### src/rtl/pwr_ramp_pkg.sv
package pwr_ramp_pkg;

    localparam int CODE_W    = 8;
    localparam int NUM_STEPS = 5;
    localparam int STEP_W    = $clog2(NUM_STEPS);

    localparam logic [CODE_W-1:0] CODE_CLOSED = 8'hFF;
    localparam logic [CODE_W-1:0] CODE_OPEN   = 8'h00;

    typedef enum logic [1:0] {
        ST_IDLE        = 2'd0,
        ST_OPEN_DWELL  = 2'd1,
        ST_CLOSE_DWELL = 2'd2
    } ramp_state_t;

    // Staircase of partial switch codes used while opening.
    function automatic logic [CODE_W-1:0] open_step_code(input logic [STEP_W-1:0] idx);
        logic [CODE_W-1:0] c;
        unique case (idx)
            3'd0:    c = 8'hFF;
            3'd1:    c = 8'hFE;
            3'd2:    c = 8'hF8;
            3'd3:    c = 8'hF0;
            default: c = CODE_OPEN;
        endcase
        return c;
    endfunction

    function automatic logic code_is_legal(input logic [CODE_W-1:0] c);
        return (c == 8'hFF) || (c == 8'hFE) || (c == 8'hF8) ||
               (c == 8'hF0) || (c == 8'h00);
    endfunction

endpackage

### src/rtl/pwr_ramp_dwell.sv
module pwr_ramp_dwell #(
    parameter int DWELL_TICKS = 10
) (
    input  logic clk,
    input  logic rst_n,
    input  logic run,
    input  logic tick,
    output logic expire
);
    localparam int CNT_W = $clog2(DWELL_TICKS + 1);
    localparam logic [CNT_W-1:0] LAST = CNT_W'(DWELL_TICKS - 1);

    logic [CNT_W-1:0] cnt;

    assign expire = run && tick && (cnt == LAST);

    always_ff @(posedge clk or negedge rst_n) begin
        if (!rst_n) begin
            cnt <= '0;
        end else if (!run || expire) begin
            cnt <= '0;
        end else if (tick) begin
            cnt <= cnt + CNT_W'(1);
        end
    end

    // the strobe count never passes the dwell length
    assert_dwell_bound_R3: assert property (@(posedge clk) disable iff (!rst_n)
        cnt < CNT_W'(DWELL_TICKS));

    // cycles without a strobe leave the count alone
    assert_dwell_hold_R3: assert property (@(posedge clk) disable iff (!rst_n)
        (run && !tick) |=> $stable(cnt));

endmodule

### src/rtl/pwr_ramp_code.sv
module pwr_ramp_code
    import pwr_ramp_pkg::*;
(
    input  logic              clk,
    input  logic              rst_n,
    input  logic              load_step,
    input  logic [STEP_W-1:0] step_idx,
    input  logic              load_closed,
    output logic [CODE_W-1:0] code
);
    always_ff @(posedge clk or negedge rst_n) begin
        if (!rst_n) begin
            code <= CODE_CLOSED;
        end else if (load_closed) begin
            code <= CODE_CLOSED;
        end else if (load_step) begin
            code <= open_step_code(step_idx);
        end
    end

    // only staircase codes ever reach the clamp
    assert_code_legal_R2: assert property (@(posedge clk) disable iff (!rst_n)
        code_is_legal(code));

    // a close load lands fully closed on the next edge
    assert_close_lands_R5: assert property (@(posedge clk) disable iff (!rst_n)
        load_closed |=> (code == CODE_CLOSED));

endmodule

### src/rtl/pwr_ramp_fsm.sv
module pwr_ramp_fsm
    import pwr_ramp_pkg::*;
(
    input  logic              clk,
    input  logic              rst_n,
    input  logic              open_req,
    input  logic              close_req,
    input  logic              expire,
    input  logic [CODE_W-1:0] code,
    output logic              load_step,
    output logic [STEP_W-1:0] step_idx,
    output logic              load_closed,
    output logic              dwell_run,
    output logic              busy,
    output logic              done
);
    localparam logic [STEP_W-1:0] LAST_STEP = STEP_W'(NUM_STEPS - 1);

    ramp_state_t       state, state_nxt;
    logic [STEP_W-1:0] idx_q, idx_nxt;
    logic              done_q, done_nxt;

    // State register
    always_ff @(posedge clk or negedge rst_n) begin
        if (!rst_n) begin
            state  <= ST_IDLE;
            idx_q  <= '0;
            done_q <= 1'b0;
        end else begin
            state  <= state_nxt;
            idx_q  <= idx_nxt;
            done_q <= done_nxt;
        end
    end

    // Next state and outputs
    always_comb begin
        state_nxt   = state;
        idx_nxt     = idx_q;
        done_nxt    = 1'b0;
        load_step   = 1'b0;
        load_closed = 1'b0;
        step_idx    = idx_q;
        unique case (state)
            ST_IDLE: begin
                if (open_req) begin
                    if (code == CODE_OPEN) begin
                        done_nxt = 1'b1;                    // skip-open
                    end else begin
                        state_nxt = ST_OPEN_DWELL;          // start-open
                        idx_nxt   = '0;
                        step_idx  = '0;
                        load_step = 1'b1;
                    end
                end else if (close_req) begin
                    state_nxt   = ST_CLOSE_DWELL;           // start-close
                    load_closed = 1'b1;
                end
            end
            ST_OPEN_DWELL: begin
                if (expire) begin
                    if (idx_q == LAST_STEP) begin
                        state_nxt = ST_IDLE;                // open-finish
                        done_nxt  = 1'b1;
                    end else begin
                        idx_nxt   = idx_q + STEP_W'(1);     // step-advance
                        step_idx  = idx_q + STEP_W'(1);
                        load_step = 1'b1;
                    end
                end
            end
            ST_CLOSE_DWELL: begin
                if (expire) begin
                    state_nxt = ST_IDLE;                    // close-finish
                    done_nxt  = 1'b1;
                end
            end
            default: state_nxt = ST_IDLE;
        endcase
    end

    assign dwell_run = (state != ST_IDLE);
    assign busy      = (state != ST_IDLE);
    assign done      = done_q;

    // done lasts a single cycle
    assert_done_pulse_R7: assert property (@(posedge clk) disable iff (!rst_n)
        done |=> !done);

    // done never overlaps a running ramp
    assert_done_not_busy_R7: assert property (@(posedge clk) disable iff (!rst_n)
        done |-> !busy);

    // while opening, the code only steps downward
    assert_open_monotone_R2: assert property (@(posedge clk) disable iff (!rst_n)
        (state == ST_OPEN_DWELL && $past(state) == ST_OPEN_DWELL) |-> (code <= $past(code)));

    // a close ramp never changes the code
    assert_close_steady_R6: assert property (@(posedge clk) disable iff (!rst_n)
        (state == ST_CLOSE_DWELL && $past(state) == ST_CLOSE_DWELL) |-> $stable(code));

    // when idle the clamp rests at an end point
    assert_idle_code_R4: assert property (@(posedge clk) disable iff (!rst_n)
        !busy |-> (code == CODE_OPEN || code == CODE_CLOSED));

endmodule

### src/rtl/pwr_ramp_ctrl.sv
module pwr_ramp_ctrl #(
    parameter int DWELL_TICKS = 10
) (
    input  logic       clk,
    input  logic       rst_n,
    input  logic       us_tick,
    input  logic       open_req,
    input  logic       close_req,
    output logic [7:0] sw_code,
    output logic       busy,
    output logic       done
);
    import pwr_ramp_pkg::*;

    logic              expire;
    logic              dwell_run;
    logic              load_step;
    logic              load_closed;
    logic [STEP_W-1:0] step_idx;
    logic [CODE_W-1:0] code;

    pwr_ramp_fsm u_fsm (
        .clk         (clk),
        .rst_n       (rst_n),
        .open_req    (open_req),
        .close_req   (close_req),
        .expire      (expire),
        .code        (code),
        .load_step   (load_step),
        .step_idx    (step_idx),
        .load_closed (load_closed),
        .dwell_run   (dwell_run),
        .busy        (busy),
        .done        (done)
    );

    pwr_ramp_dwell #(.DWELL_TICKS(DWELL_TICKS)) u_dwell (
        .clk    (clk),
        .rst_n  (rst_n),
        .run    (dwell_run),
        .tick   (us_tick),
        .expire (expire)
    );

    pwr_ramp_code u_code (
        .clk         (clk),
        .rst_n       (rst_n),
        .load_step   (load_step),
        .step_idx    (step_idx),
        .load_closed (load_closed),
        .code        (code)
    );

    assign sw_code = code;

    // requests seen while busy never end the ramp early
    assert_busy_holds_R6: assert property (@(posedge clk) disable iff (!rst_n)
        (busy && !expire) |=> busy);

endmodule

### config.mk
export PLATFORM = sky130hd
export DESIGN_NAME = pwr_ramp_ctrl
export DESIGN_NICKNAME = d
export VERILOG_FILES = /design/src/rtl/pwr_ramp_pkg.sv /design/src/rtl/pwr_ramp_dwell.sv /design/src/rtl/pwr_ramp_code.sv /design/src/rtl/pwr_ramp_fsm.sv /design/src/rtl/pwr_ramp_ctrl.sv
export SDC_FILE = /design/constraint.sdc
export NUM_CORES = 1
export LEC_CHECK = 0
export ABC_CLOCK_PERIOD_IN_PS = 2100
export BUFFER_PORTS_ARGS = -buffer_cell sky130_fd_sc_hd__buf_2
export CAP_MARGIN = 5
export CORE_UTILIZATION = 45
export DETAILED_ROUTE_END_ITERATION = 12
export MAX_ROUTING_LAYER = met4
export PLACE_DENSITY = 0.76
export RECOVER_POWER = 100
export SYNTH_ARGS = -nofsm -noshare
export SYNTH_HDL_FRONTEND = slang
export SYNTH_HIERARCHICAL = 1
export SYNTH_SLANG_ARGS = --single-unit
### constraint.sdc
create_clock -name clk -period 2.1 [get_ports clk]
set_input_delay 0.42 -clock clk [delete_from_list [all_inputs] [get_ports clk]]
set_output_delay 0.42 -clock clk [all_outputs]
set_load 0.02 [all_outputs]
# ---- After elaboration in Yosys (flattened, before gate mapping)
# Cells that the tools add are included.
dict set report classes {
  addsub 2
  eq_ne 12
  n_mux 31
  reduce_logical 11
}
# op count
set ops {}
lappend ops {{$pmux 8 s4} 1}
lappend ops {{$mux 8} 2}
lappend ops {{$mux 1} 12}
lappend ops {{$mux 2} 6}
lappend ops {{$mux 3} 4}
lappend ops {{$logic_not 8->1} 1}
lappend ops {{$mux 4} 2}
lappend ops {{$eq 3x2->1 const B} 2}
lappend ops {{$ne 2x1->1 const B} 3}
lappend ops {{$ne 3x3->1 const B} 2}
lappend ops {{$pmux 2 s3} 1}
lappend ops {{$pmux 3 s2} 1}
lappend ops {{$reduce_bool 2->1} 3}
lappend ops {{$reduce_and 5->1} 1}
lappend ops {{$add 4x1->4 const B} 1}
lappend ops {{$eq 4x4->1 const B} 1}
lappend ops {{$add 3x1->3 const B} 1}
lappend ops {{$eq 3x1->1 const B} 1}
lappend ops {{$eq 3x3->1 const B} 1}
lappend ops {{$logic_not 3->1} 1}
lappend ops {{$pmux 1 s3} 1}
lappend ops {{$eq 2x1->1 const B} 1}
lappend ops {{$eq 2x2->1 const B} 1}
lappend ops {{$logic_and 1x1->1} 2}
lappend ops {{other kinds (4)} 4}
dict set report word_totals {
  ff_bits 18
  in_bits 5
  out_inout_bits 10
  elab_cells 61
}

# ---- Logic depth before layout (Yosys ltp)
# Gate-level depths: netlist of run 1.
dict set report logic_depth {
  depth_word 9
  mapped_depth 11
}

# ---- Modules after synthesis
# The synthesis of run 1 kept the hierarchy.
# mod instances cells_per_inst area_each_um2 seq_area_each_um2
set by_module_without_submodules {}
lappend by_module_without_submodules {pwr_ramp_fsm 1 49 479.2 150.1}
lappend by_module_without_submodules {pwr_ramp_dwell 1 27 254.0 100.1}
lappend by_module_without_submodules {pwr_ramp_code 1 20 211.5 105.1}

# ---- Worst setup path before layout of run 1
# No wires, ideal clock.
dict set report synth_path {
  kind {reg2reg}
  from {register u_fsm.state[1]}
  to {register u_code.code[3]}
  setup_time_ps 82
  arrival_ps 2184
  path_slack_ps -166
  stages_incl_launch_ff 12
  n_path_buf 2
  cell_sequence {dfrtp_1 -> buf_2 -> nor2_1 -> inv_1 -> buf_4 -> nand2_1 -> nor2_1 -> a21boi_0 -> mux2_2 -> o211ai_2 -> a21oi_1 -> a211o_1}
}
dict set report synth_via {
  elab_chain_cells 9
  elab_cells_between_ends 18
}
# element line_no
set synth_rtl {}
lappend synth_rtl {{start, declared} pwr_ramp_fsm.sv:19} ;# ramp_state_t state, state_nxt;
lappend synth_rtl {{start signal, assigned} pwr_ramp_fsm.sv:30} ;# state <= state_nxt;
lappend synth_rtl {{$reduce_bool 2->1 (*)} --}
lappend synth_rtl {{via busy} pwr_ramp_ctrl.sv:10} ;# output logic busy,
lappend synth_rtl {{$logic_and 1x1->1 (*) (2 in series)} pwr_ramp_dwell.sv:15} ;# assign expire = run && tick && (cnt == LAST);
lappend synth_rtl {{via expire} pwr_ramp_ctrl.sv:15} ;# logic expire;
lappend synth_rtl {{$mux 3 (*)} --}
lappend synth_rtl {{$pmux 3 s2 (*)} --}
lappend synth_rtl {{via step_idx[0]} pwr_ramp_ctrl.sv:19} ;# logic [STEP_W-1:0] step_idx;
lappend synth_rtl {{$eq 3x2->1, or another cell as far along} pwr_ramp_pkg.sv:19} ;# unique case (idx)
lappend synth_rtl {{$pmux 8 s4 (*)} pwr_ramp_pkg.sv:19}
lappend synth_rtl {{$mux 8 (*)} pwr_ramp_code.sv:16} ;# end else if (load_step) begin
lappend synth_rtl {{$mux 8 (*)} pwr_ramp_code.sv:14} ;# end else if (load_closed) begin
lappend synth_rtl {{end signal, assigned} pwr_ramp_code.sv:17} ;# code <= open_step_code(step_idx);
lappend synth_rtl {{end, declared} pwr_ramp_code.sv:9} ;# output logic [CODE_W-1:0] code
# Mark *: on every way through the listed nets, which the timed path passes. The rest lies on a longest branch. The select of a mux whose other input is x is not followed.
# A chain may end at the register's enable or synchronous reset.

# ---- Worst setup path after layout of run 1
dict set report layout_path {
  from {register u_dwell.cnt[1]}
  to {register u_code.code[0]}
}
dict set report layout_via {
  elab_chain_cells 8
  elab_cells_between_ends 14
}
# element line_no
set layout_rtl {}
lappend layout_rtl {{start, declared} pwr_ramp_dwell.sv:13} ;# logic [CNT_W-1:0] cnt;
lappend layout_rtl {{start signal, assigned} pwr_ramp_dwell.sv:23} ;# cnt <= cnt + CNT_W'(1);
lappend layout_rtl {{$eq 4x4->1 (*)} pwr_ramp_dwell.sv:15}
lappend layout_rtl {{$logic_and 1x1->1 (*)} pwr_ramp_dwell.sv:15}
lappend layout_rtl {{via expire} pwr_ramp_ctrl.sv:15}
lappend layout_rtl {{$mux 3 (*)} --}
lappend layout_rtl {{$pmux 3 s2 (*)} --}
lappend layout_rtl {{via step_idx[0]} pwr_ramp_ctrl.sv:19}
lappend layout_rtl {{$eq 3x2->1, or another cell as far along} pwr_ramp_pkg.sv:19}
lappend layout_rtl {{$pmux 8 s4 (*)} pwr_ramp_pkg.sv:19}
lappend layout_rtl {{$mux 8 (*)} pwr_ramp_code.sv:16}
lappend layout_rtl {{$mux 8 (*)} pwr_ramp_code.sv:14}
# Marked as above.

==> results of run 1 <==
==> layer usage <==
layer | track usage | share of wire
met5 | - | 0
met4 | 0.0778 | 0.010
met3 | 0.0604 | 0.042
met1 | 0.265 | 0.44
met2 | 0.270 | 0.51
==> cells in the mapped netlist (all sizes together) <==
cell,n
nor3b,2
o211ai,1
o21ai,3
or2,1
a31o,1
buf,7
nor2,4
mux2,1
mux2i,1
a211o,4
nand2,12
nand2b,3
a21boi,5
ha,4
a21o,1
nor4,2
o22ai,1
nand4b,1
a2111oi,1
a41oi,1
a21oi,4
a31oi,1
or3b,1
o311ai,1
nand3,1
dfstp,4
inv,6
nand3b,3
nor3,1
and4b,2
dfrtp,10
o21a,1
and3b,1
nor2b,4
==> worst max path at each step <==
| stage | end | slack [ps] | cells past startpoint |
|---|---|---|---|
| 2_1_floorplan | u_code/code[3] | 0.6 | 11 |
| 3_3_place_gp | u_code/code[3] | 60 | 9 |
| 3_5_place_dp | u_code/code[3] | -6 | 9 |
| 4_1_cts | u_code/code[3] | 6 | 9 |
| 5_1_grt | u_code/code[2] | -90 | 9 |
| 6_report | u_code/code[0] | 40 | 9 |
==> timing repair <==
action | 4_1_cts | 5_1_grt
pin swaps | 0 | 1
gates resized for setup | 1 | 4
setup endpoints to repair | 2 | 4
hold buffers | 0 | 0
setup buffers | 0 | 1
==> cells by family after synthesis <==
family | share of synthesized area
buffers and inverters | 0.0768
adder cells (fa/ha/maj) | 0.0530
multiplexers | 0.0225
flip-flops | 0.376
AND/OR/NAND/NOR | 0.264
AO/OA/AOI/OAI | 0.208
==> sequential cells by signal (all words and copies together) (netlist names) <==
register     cells
u_fsm/state      2
u_fsm/done       1
u_fsm/idx_q      3
u_dwell/cnt      4
u_code/code      4
==> worst max-delay path, stage by stage (launching register included) <==
cell and delay [ps]:
dfrtp_1 390, inv_1 60, ha_2 180, nand3b_1 180, nor2_4 180, a21boi_2 180
mux2_2 350, o211ai_2 90, nor3_1 80, a211o_1 300
==> per-stage QoR <==
step	instance area (um2)	total power, mW	utilization	TNS [ps]	hold slack (ps)
floorplan	947	0.994	-	0	124
global placement	1070	1.14	0.545	0	332
detailed placement	1070	1.16	0.545	-5.52	335
CTS	1110	1.37	0.566	0	7.80
global route	1130	1.50	0.575	-329	220
finish	1130	1.39	0.575	0	167
==> report_power, final <==
part           switching [mW]  internal (mW)
combinational           0.353          0.296
sequential              0.141          0.396
clock                  0.0944          0.106
total                   0.588          0.798
==> layout by cell type, fill, tap and decap left out, types with 3 or more instances in the layout <==
master / n
o21ai_0: 3
ha_1: 3
a21boi_2: 3
buf_2: 13
inv_1: 5
dfrtp_1: 10
nor2b_1: 4
nand2_1: 11
nand3b_1: 3
a211o_1: 4
nand2b_1: 3
clkbuf_4: 3
nor2_1: 3
dfstp_2: 4
a21oi_1: 3
buf_4: 9
==> final cells by class <==
class | count | area (um2) | share of cell area
Clock buffer | 4 | 36.3 | 0.0322
Inverter | 6 | 22.5 | 0.0200
Multi-Input combinational cell | 69 | 541 | 0.479
Sequential cell | 14 | 355 | 0.315
Tap cell | 27 | 33.8 | 0.0299
Timing Repair Buffer | 24 | 140 | 0.124
==> results.txt, run 1 <==
Final GP Congestion - 0.808
worst reg-to-reg setup slack - 40 ps
Final Max Tran Viols - 0
num rows - 16
area share of the leading cell type in the synthesized netlist - 0.265
port buffer count - 14
largest net degree at the start of global routing - 15
Post-Syn Area - 945 um2
grt ovf - 0
Peak Freq - 0.486 GHz
worst min path class - in -> async
Iter 0 DRT Violations - 31
CTS tree - built
worst slew pin tran - 760 ps
share of the clock period used by the worst path - 0.981
largest fanout on the critical path - 6
Antenna Cells - 0
Area growth, synth to finish - 19.5%
post-synthesis net count - 105
CP Data Required Time - 2330 ps
largest cells by area after synthesis - dfrtp_1, dfstp_2, ha_1, buf_4, nor4_4
final net count - 127
PD cells - 1230 nW/um2
CORE AREA - 1960 um2
cell taking the most area after synthesis - dfrtp_1
Setup violations, final - 0
Tmin final - 2060 ps
Sink Count - 14
IO Pins - 15
vias after detailed routing - 795
Starting Density - 0.482
max cap viols - 0
DRC viols - 0
capturing point of the worst reg2reg path - u_code/code[0]
Clock Latency Late Sink - 290 ps
Placed Cells incl. Taps - 139
Synth Instances - 96
Leakage - 0.506 nW
number of synthesized register bits - 14
post-synth cell types - 37
Bufs on Longest Clock Path - 2
Worst setup startpoint - u_dwell/cnt[1]
DP Worst Slack - -5.52 ps
Via density - 5.52
sequential-to-total area share from yosys stat - 0.376
final worst slack - 40.5 ps
Die Wd - 47.8 um
initial antenna violation count - 0
Syn Area/Cell - 9.84 um2
CTS Buf Count - 3
H-tree level count - 1
Filler Cell Count - 182
die area - 2290 um2
reg2reg path depth - 9
RSZ-0062 raised after global routing - yes
final wirelength - 1940 um
Detailed Place HPWL - 1410 um
synth warn - 6
Max-slew headroom - 0.494
final std cells w/o fill - 144
Worst R2R Start - u_dwell/cnt[1]
final hold violation count - 0
status - finished, final reports clean
clock slew at reported path FFs - 90 ps
crit path DAT - 2280 ps
Setup CP Type - reg -> reg
die height - 47.8 um
Avg WL per Cell - 13.5 um
antenna-violating nets left - 0
First-pass DRT Iterations - 4
VDD IR-drop max - 0.000916 V
vias in the first global route - 683
clock root buffer - clkbuf_4
startpoint types - register
global-route wire length before repair - 2970 um
fraction of layout cells with a size suffix above 1 - 0.385
gr usage total - 0.196
CP endpoint kind - register
clock skew - 3.00 ps
Note: power is estimated with default switching activity, not from simulation.
==> run 2: changes to the inputs <==
Settings changed: CELL_PAD_IN_SITES_DETAIL_PLACEMENT from default to 1, CELL_PAD_IN_SITES_GLOBAL_PLACEMENT from default to 1, CORE_UTILIZATION 45 to 38, PLACE_DENSITY 0.76 to 0.82.
==> run 2 against run 1 <==
Compared with the run above: combinational power increased by 13%; clock power barely moved; sequential share of layout area shrank 2.2 points; first-iteration DRC count decreased by 68%; hold slack worse by 9.9 ps; critical endpoint unchanged.
==> results.txt, run 2 (same netlist as run 1, synthesis figures left out) <==
status - finished, final reports clean (unchanged)
CTS Buf Count - 3 (unchanged)
DRC viols - 0 (unchanged)
First-pass DRT Iterations - 4 (unchanged)
final worst slack - 74.5 ps (was 40.5 ps)
Filler Cell Count - 268 (was 182)
final net count - 133 (was 127)
CP endpoint kind - register (unchanged)
Largest regs - u_code/code x4, u_dwell/cnt x4, u_fsm/idx_q x3 (unchanged)
CP Data Required Time - 2330 ps (about the same)
IO Pins - 15 (unchanged)
Tmin final - 2030 ps (was 2060 ps)
Antenna Cells - 0 (unchanged)
H-tree level count - 1 (unchanged)
reg2reg path depth - 9 (unchanged)
DP Worst Slack - -78.0 ps (was -5.52 ps)
num rows - 17 (was 16)
clock root buffer - clkbuf_4 (unchanged)
Worst R2R Start - u_dwell/cnt[1] (unchanged)
most common cell after layout, fill and taps aside - buf_4 (was buf_2)
grt ovf - 0 (unchanged)
startpoint types - register (unchanged)
vias in the first global route - 835 (was 683)
worst min path class - in -> async (unchanged)
setup tns final - 0 ps (unchanged)
Setup violations, final - 0 (unchanged)
Die Wd - 51.9 um (was 47.8 um)
initial antenna violation count - 0 (unchanged)
Via density - 5.40 (was 5.52)
largest net degree at the start of global routing - 15 (unchanged)
Sink Count - 14 (unchanged)
Final GP Congestion - 0.848 (was 0.808)
vias after detailed routing - 815 (was 795)
CORE AREA - 2280 um2 (was 1960 um2)
share of the clock period used by the worst path - 0.965 (was 0.981)
largest fanout on the critical path - 4 (was 6)
VDD IR-drop max - 0.000734 V (was 0.000916 V)
antenna-violating nets left - 0 (unchanged)
Detailed Place HPWL - 1830 um (was 1410 um)
Final Max Tran Viols - 0 (unchanged)
fraction of layout cells with a size suffix above 1 - 0.423 (was 0.385)
clock slew at reported path FFs - 90 ps (about the same)
die area - 2690 um2 (was 2290 um2)
die height - 51.9 um (was 47.8 um)
Area growth, synth to finish - 28.5% (was 19.5%)
Starting Density - 0.415 (was 0.482)
worst slew pin tran - 745 ps (was 760 ps)
final hold violation count - 0 (unchanged)
Max-slew headroom - 0.503 (was 0.494)
Setup CP Type - reg -> reg (unchanged)
Peak Freq - 0.494 GHz (was 0.486 GHz)
Leakage - 0.538 nW (was 0.506 nW)
PD cells - 1230 nW/um2 (about the same)
CTS tree - built (unchanged)
capturing point of the worst reg2reg path - u_code/code[0] (unchanged)
gr usage total - 0.214 (was 0.196)
final wirelength - 2590 um (was 1940 um)
Clock Latency Late Sink - 290 ps (about the same)
crit path DAT - 2250 ps (was 2280 ps)
worst reg-to-reg setup slack - 70 ps (was 40 ps)
Bufs on Longest Clock Path - 2 (unchanged)
max cap viols - 0 (unchanged)
global-route wire length before repair - 3910 um (was 2970 um)
port buffer count - 14 (unchanged)
clock skew - 2.27 ps (was 3.00 ps)
commonest non-fill, non-tap cells in the layout - buf_4, buf_2, nand2_1 (was buf_2, nand2_1, dfrtp_1)
Avg WL per Cell - 17.2 um (was 13.5 um)
Iter 0 DRT Violations - 10 (was 31)
[run 2: worst max-delay path by stage]
stage | from | end | slack, ps
after detailed placement | u_dwell/cnt[1] | u_code/code[3] | -80
after global placement | u_dwell/cnt[1] | u_code/code[3] | 40
after global routing | u_dwell/cnt[1] | u_code/code[0] | -30
after floorplan | u_fsm/state[1] | u_code/code[3] | 0.6
after CTS | u_dwell/cnt[1] | u_code/code[3] | 30
final | u_dwell/cnt[1] | u_code/code[0] | 70
[run 2: worst max-delay path, cell delays in order (launching register included)]
cell,delay (ps)
dfrtp_1,400
inv_2,70
ha_4,130
nand3b_1,170
nor2_4,190
a21boi_2,190
mux2_2,350
o211ai_2,100
nor3_2,70
a211o_1,290
[run 2: per-stage QoR]
step                instance area [um2]  hold WS [ps]  instances   util  total power, mW
floorplan                           947           124         96      -            0.994
global placement                   1070           336        140  0.470             1.15
detailed placement                 1070           336        140  0.470             1.19
CTS                                1140          14.2        147  0.501             1.42
global route                       1210           219        151  0.533             1.60
finish                             1210           157        151  0.533             1.49
[run 2: repair_timing]
item                                    in CTS  in global routing
pin swaps                                    1                  4
buffers inserted                             3                  4
hold buffers                                 0                  0
endpoints found under the setup margin       4                  4
resized for setup                            2                  9
[run 2: per-layer routing]
metal	part of all wire	GRT usage	vias up
met2	0.52	0.335	11
met3	0.017	0.0439	6
li1	-	-	396
met1	0.44	0.247	402
met4	0.029	0.140	0
met5	0	-	-
[run 2: report_power, final]
group          total [mW]  internal [mW]  switching, mW
logic               0.731          0.342          0.389
registers           0.560          0.397          0.164
clock network       0.202          0.106         0.0966
total                1.49          0.845          0.649
[run 2: cell type report]
class	count	area, um2	share of cell area
Multi-Input combinational cell	69	577	0.475
Clock buffer	4	36.3	0.0299
Inverter	6	22.5	0.0186
Timing Repair Buffer	30	188	0.155
Sequential cell	14	355	0.293
Tap cell	28	35.0	0.0289
==> run 3: changes to the inputs <==
Settings changed: ABC_CLOCK_PERIOD_IN_PS 2100 to 2000, CORE_UTILIZATION 38 to 42, PLACE_DENSITY 0.82 to 0.85, TNS_END_PERCENT from default to 5.
Clock period 2.1 ns to 2 ns, I/O delays scaled along.
==> run 3 against run 2 <==
Compared with the run above: first-iteration DRC count decreased by 30%; critical path depth grew 2; final cell count down 0.66%; combinational power grew 2%; final area down 0.93%; register-to-register slack got worse by 60 ps; non-clock buffer count is the same.
==> results.txt, run 3 (same netlist as run 1, synthesis figures left out) <==
worst min path class - in -> async (unchanged)
DP Worst Slack - -63.2 ps (was -78.0 ps)
Tmin final - 1980 ps (was 2030 ps)
PD cells - 1270 nW/um2 (was 1230 nW/um2)
final worst slack - 19.1 ps (was 74.5 ps)
num rows - 16 (was 17)
clock root buffer - clkbuf_4 (unchanged)
CTS Buf Count - 3 (unchanged)
Tot Pwr - 1.52 mW (was 1.49 mW)
gr usage total - 0.232 (was 0.214)
Worst setup startpoint - u_fsm/state[0] (was u_dwell/cnt[1])
clock slew at reported path FFs - 80 ps (was 90 ps)
port buffer count - 14 (unchanged)
Via density - 5.44 (was 5.40)
CP Data Required Time - 2230 ps (was 2330 ps)
Worst R2R Start - u_fsm/state[0] (was u_dwell/cnt[1])
commonest non-fill, non-tap cells in the layout - buf_4, buf_2, nand2_1 (unchanged)
global-route wire length before repair - 4010 um (was 3910 um)
clock share of power - 0.135 (was 0.136)
largest fanout on the critical path - 5 (was 4)
Int Power - 0.877 mW (was 0.845 mW)
startpoint types - register (unchanged)
hold_ws - 159 ps (was 157 ps)
Max-slew headroom - 0.481 (was 0.503)
initial antenna violation count - 0 (unchanged)
IO Pins - 15 (unchanged)
worst reg-to-reg setup slack - 20 ps (was 70 ps)
CTS tree - built (unchanged)
clock skew - 2.26 ps (was 2.27 ps)
Bufs on Longest Clock Path - 2 (unchanged)
crit path DAT - 2210 ps (was 2250 ps)
most common cell after layout, fill and taps aside - buf_4 (unchanged)
Largest regs - u_code/code x4, u_dwell/cnt x4, u_fsm/idx_q x3 (unchanged)
Seq pwr share - 0.377 (was 0.375)
largest net degree at the start of global routing - 15 (unchanged)
Sink Count - 14 (unchanged)
Starting Density - 0.463 (was 0.415)
die height - 49.4 um (was 51.9 um)
Layout Utilization - 0.589 (was 0.533)
final wirelength - 2440 um (was 2590 um)
final std cells w/o fill - 150 (was 151)
Peak Freq - 0.505 GHz (was 0.494 GHz)
Die Wd - 49.4 um (was 51.9 um)
Avg WL per Cell - 16.3 um (was 17.2 um)
CP Cell Sequence - nor2_4, inv_2, nand2_1, nor2_4, buf_4, and3b_1, o21ai_0, o311ai_1, buf_4, nor3_1, a211o_1 (was inv_2, ha_4, nand3b_1, nor2_4, a21boi_2, mux2_2, o211ai_2, nor3_2, a211o_1)
status - finished, final reports clean (unchanged)
worst slew pin tran - 779 ps (was 745 ps)
reg2reg path depth - 11 (was 9)
grt ovf - 0 (unchanged)
crit path capture - u_code/code[0] (unchanged)
crit-path max cell delay - 410 ps (was 400 ps)
Placed Cells incl. Taps - 140 (unchanged)
Leakage - 0.542 nW (was 0.538 nW)
final hold violation count - 0 (unchanged)
Comb pwr share - 0.488 (was 0.489)
First-pass DRT Iterations - 4 (unchanged)
CP endpoint kind - register (unchanged)
vias after detailed routing - 816 (was 815)
fin area - 1200 um2 (was 1210 um2)
Setup violations, final - 0 (unchanged)
final net count - 133 (unchanged)
setup tns final - 0 ps (unchanged)
share of the clock period used by the worst path - 0.990 (was 0.965)
H-tree level count - 1 (unchanged)
Setup CP Type - reg -> reg (unchanged)
Switching Fraction - 0.424 (was 0.434)
DRC viols - 0 (unchanged)
vias in the first global route - 856 (was 835)
Antenna Cells - 0 (unchanged)
Sw Pwr - 0.646 mW (was 0.649 mW)
Iter 0 DRT Violations - 7 (was 10)
CORE AREA - 2040 um2 (was 2280 um2)
RSZ-0062 raised after global routing - yes
die area - 2440 um2 (was 2690 um2)
slowest stage cell, crit path - dfrtp_1 (unchanged)
Final GP Congestion - 0.805 (was 0.848)
fraction of layout cells with a size suffix above 1 - 0.398 (was 0.423)
VDD IR-drop max - 0.000874 V (was 0.000734 V)
Detailed Place HPWL - 1650 um (was 1830 um)
Clock Latency Late Sink - 290 ps (about the same)
max cap viols - 0 (unchanged)
Placed Area - 1090 um2 (was 1070 um2)
Area growth, synth to finish - 27.3% (was 28.5%)
antenna-violating nets left - 0 (unchanged)
capturing point of the worst reg2reg path - u_code/code[0] (unchanged)
Final Max Tran Viols - 0 (unchanged)
run 3: critical path, delay by kind of cell (launching register included):
family,cells,cell delay [ps]
AND/OR/NAND/NOR,5,700
flip-flops,1,410
buffers and inverters,3,350
AO/OA/AOI/OAI,3,450
run 3: how the worst min path moves through the flow:
| stage | start | endpoint | slack (ps) | cells past startpoint |
|---|---|---|---|---|
| 6_report | rst_n | u_fsm/idx_q[1] | 160 | 1 |
| 5_1_grt | rst_n | u_dwell/cnt[0] | 210 | 1 |
| 4_1_cts | rst_n | u_fsm/idx_q[1] | 2 | 1 |
| 3_5_place_dp | rst_n | u_fsm/idx_q[0] | 320 | 1 |
| 3_3_place_gp | rst_n | u_fsm/idx_q[0] | 320 | 1 |
| 2_1_floorplan | rst_n | u_dwell/cnt[0] | 100 | 0 |
run 3: power groups by stage:
stage	clock (mW)	combinational, mW	sequential (mW)
2_1_floorplan	0	0.472	0.585
4_1_cts	0.210	0.733	0.570
3_3_place_gp	0	0.655	0.566
6_report	0.206	0.744	0.574
5_1_grt	0.225	0.813	0.594
3_5_place_dp	0	0.683	0.571
run 3: layout make-up:
type	instances	area, um2
fill	237	840
multi-input combinational	69	567
sequential	14	355
timing repair buffer	30	188
clock buffer	4	36.3
tap	27	33.8
inverter	6	22.5
run 3: routing by layer:
| metal | track usage | wire [um] |
|---|---|---|
| met3 | 0.0374 | 50 |
| met2 | 0.379 | 1200 |
| met5 | - | 0 |
| met1 | 0.276 | 1120 |
| met4 | 0.119 | 76 |
run 3: what timing repair did:
item / in CTS / in global routing
setup buffers: 5 / 1
hold buffers: 0 / 0
gates resized for setup: 3 / 3
setup endpoints to repair: 3 / 4
pin swaps: 3 / 5
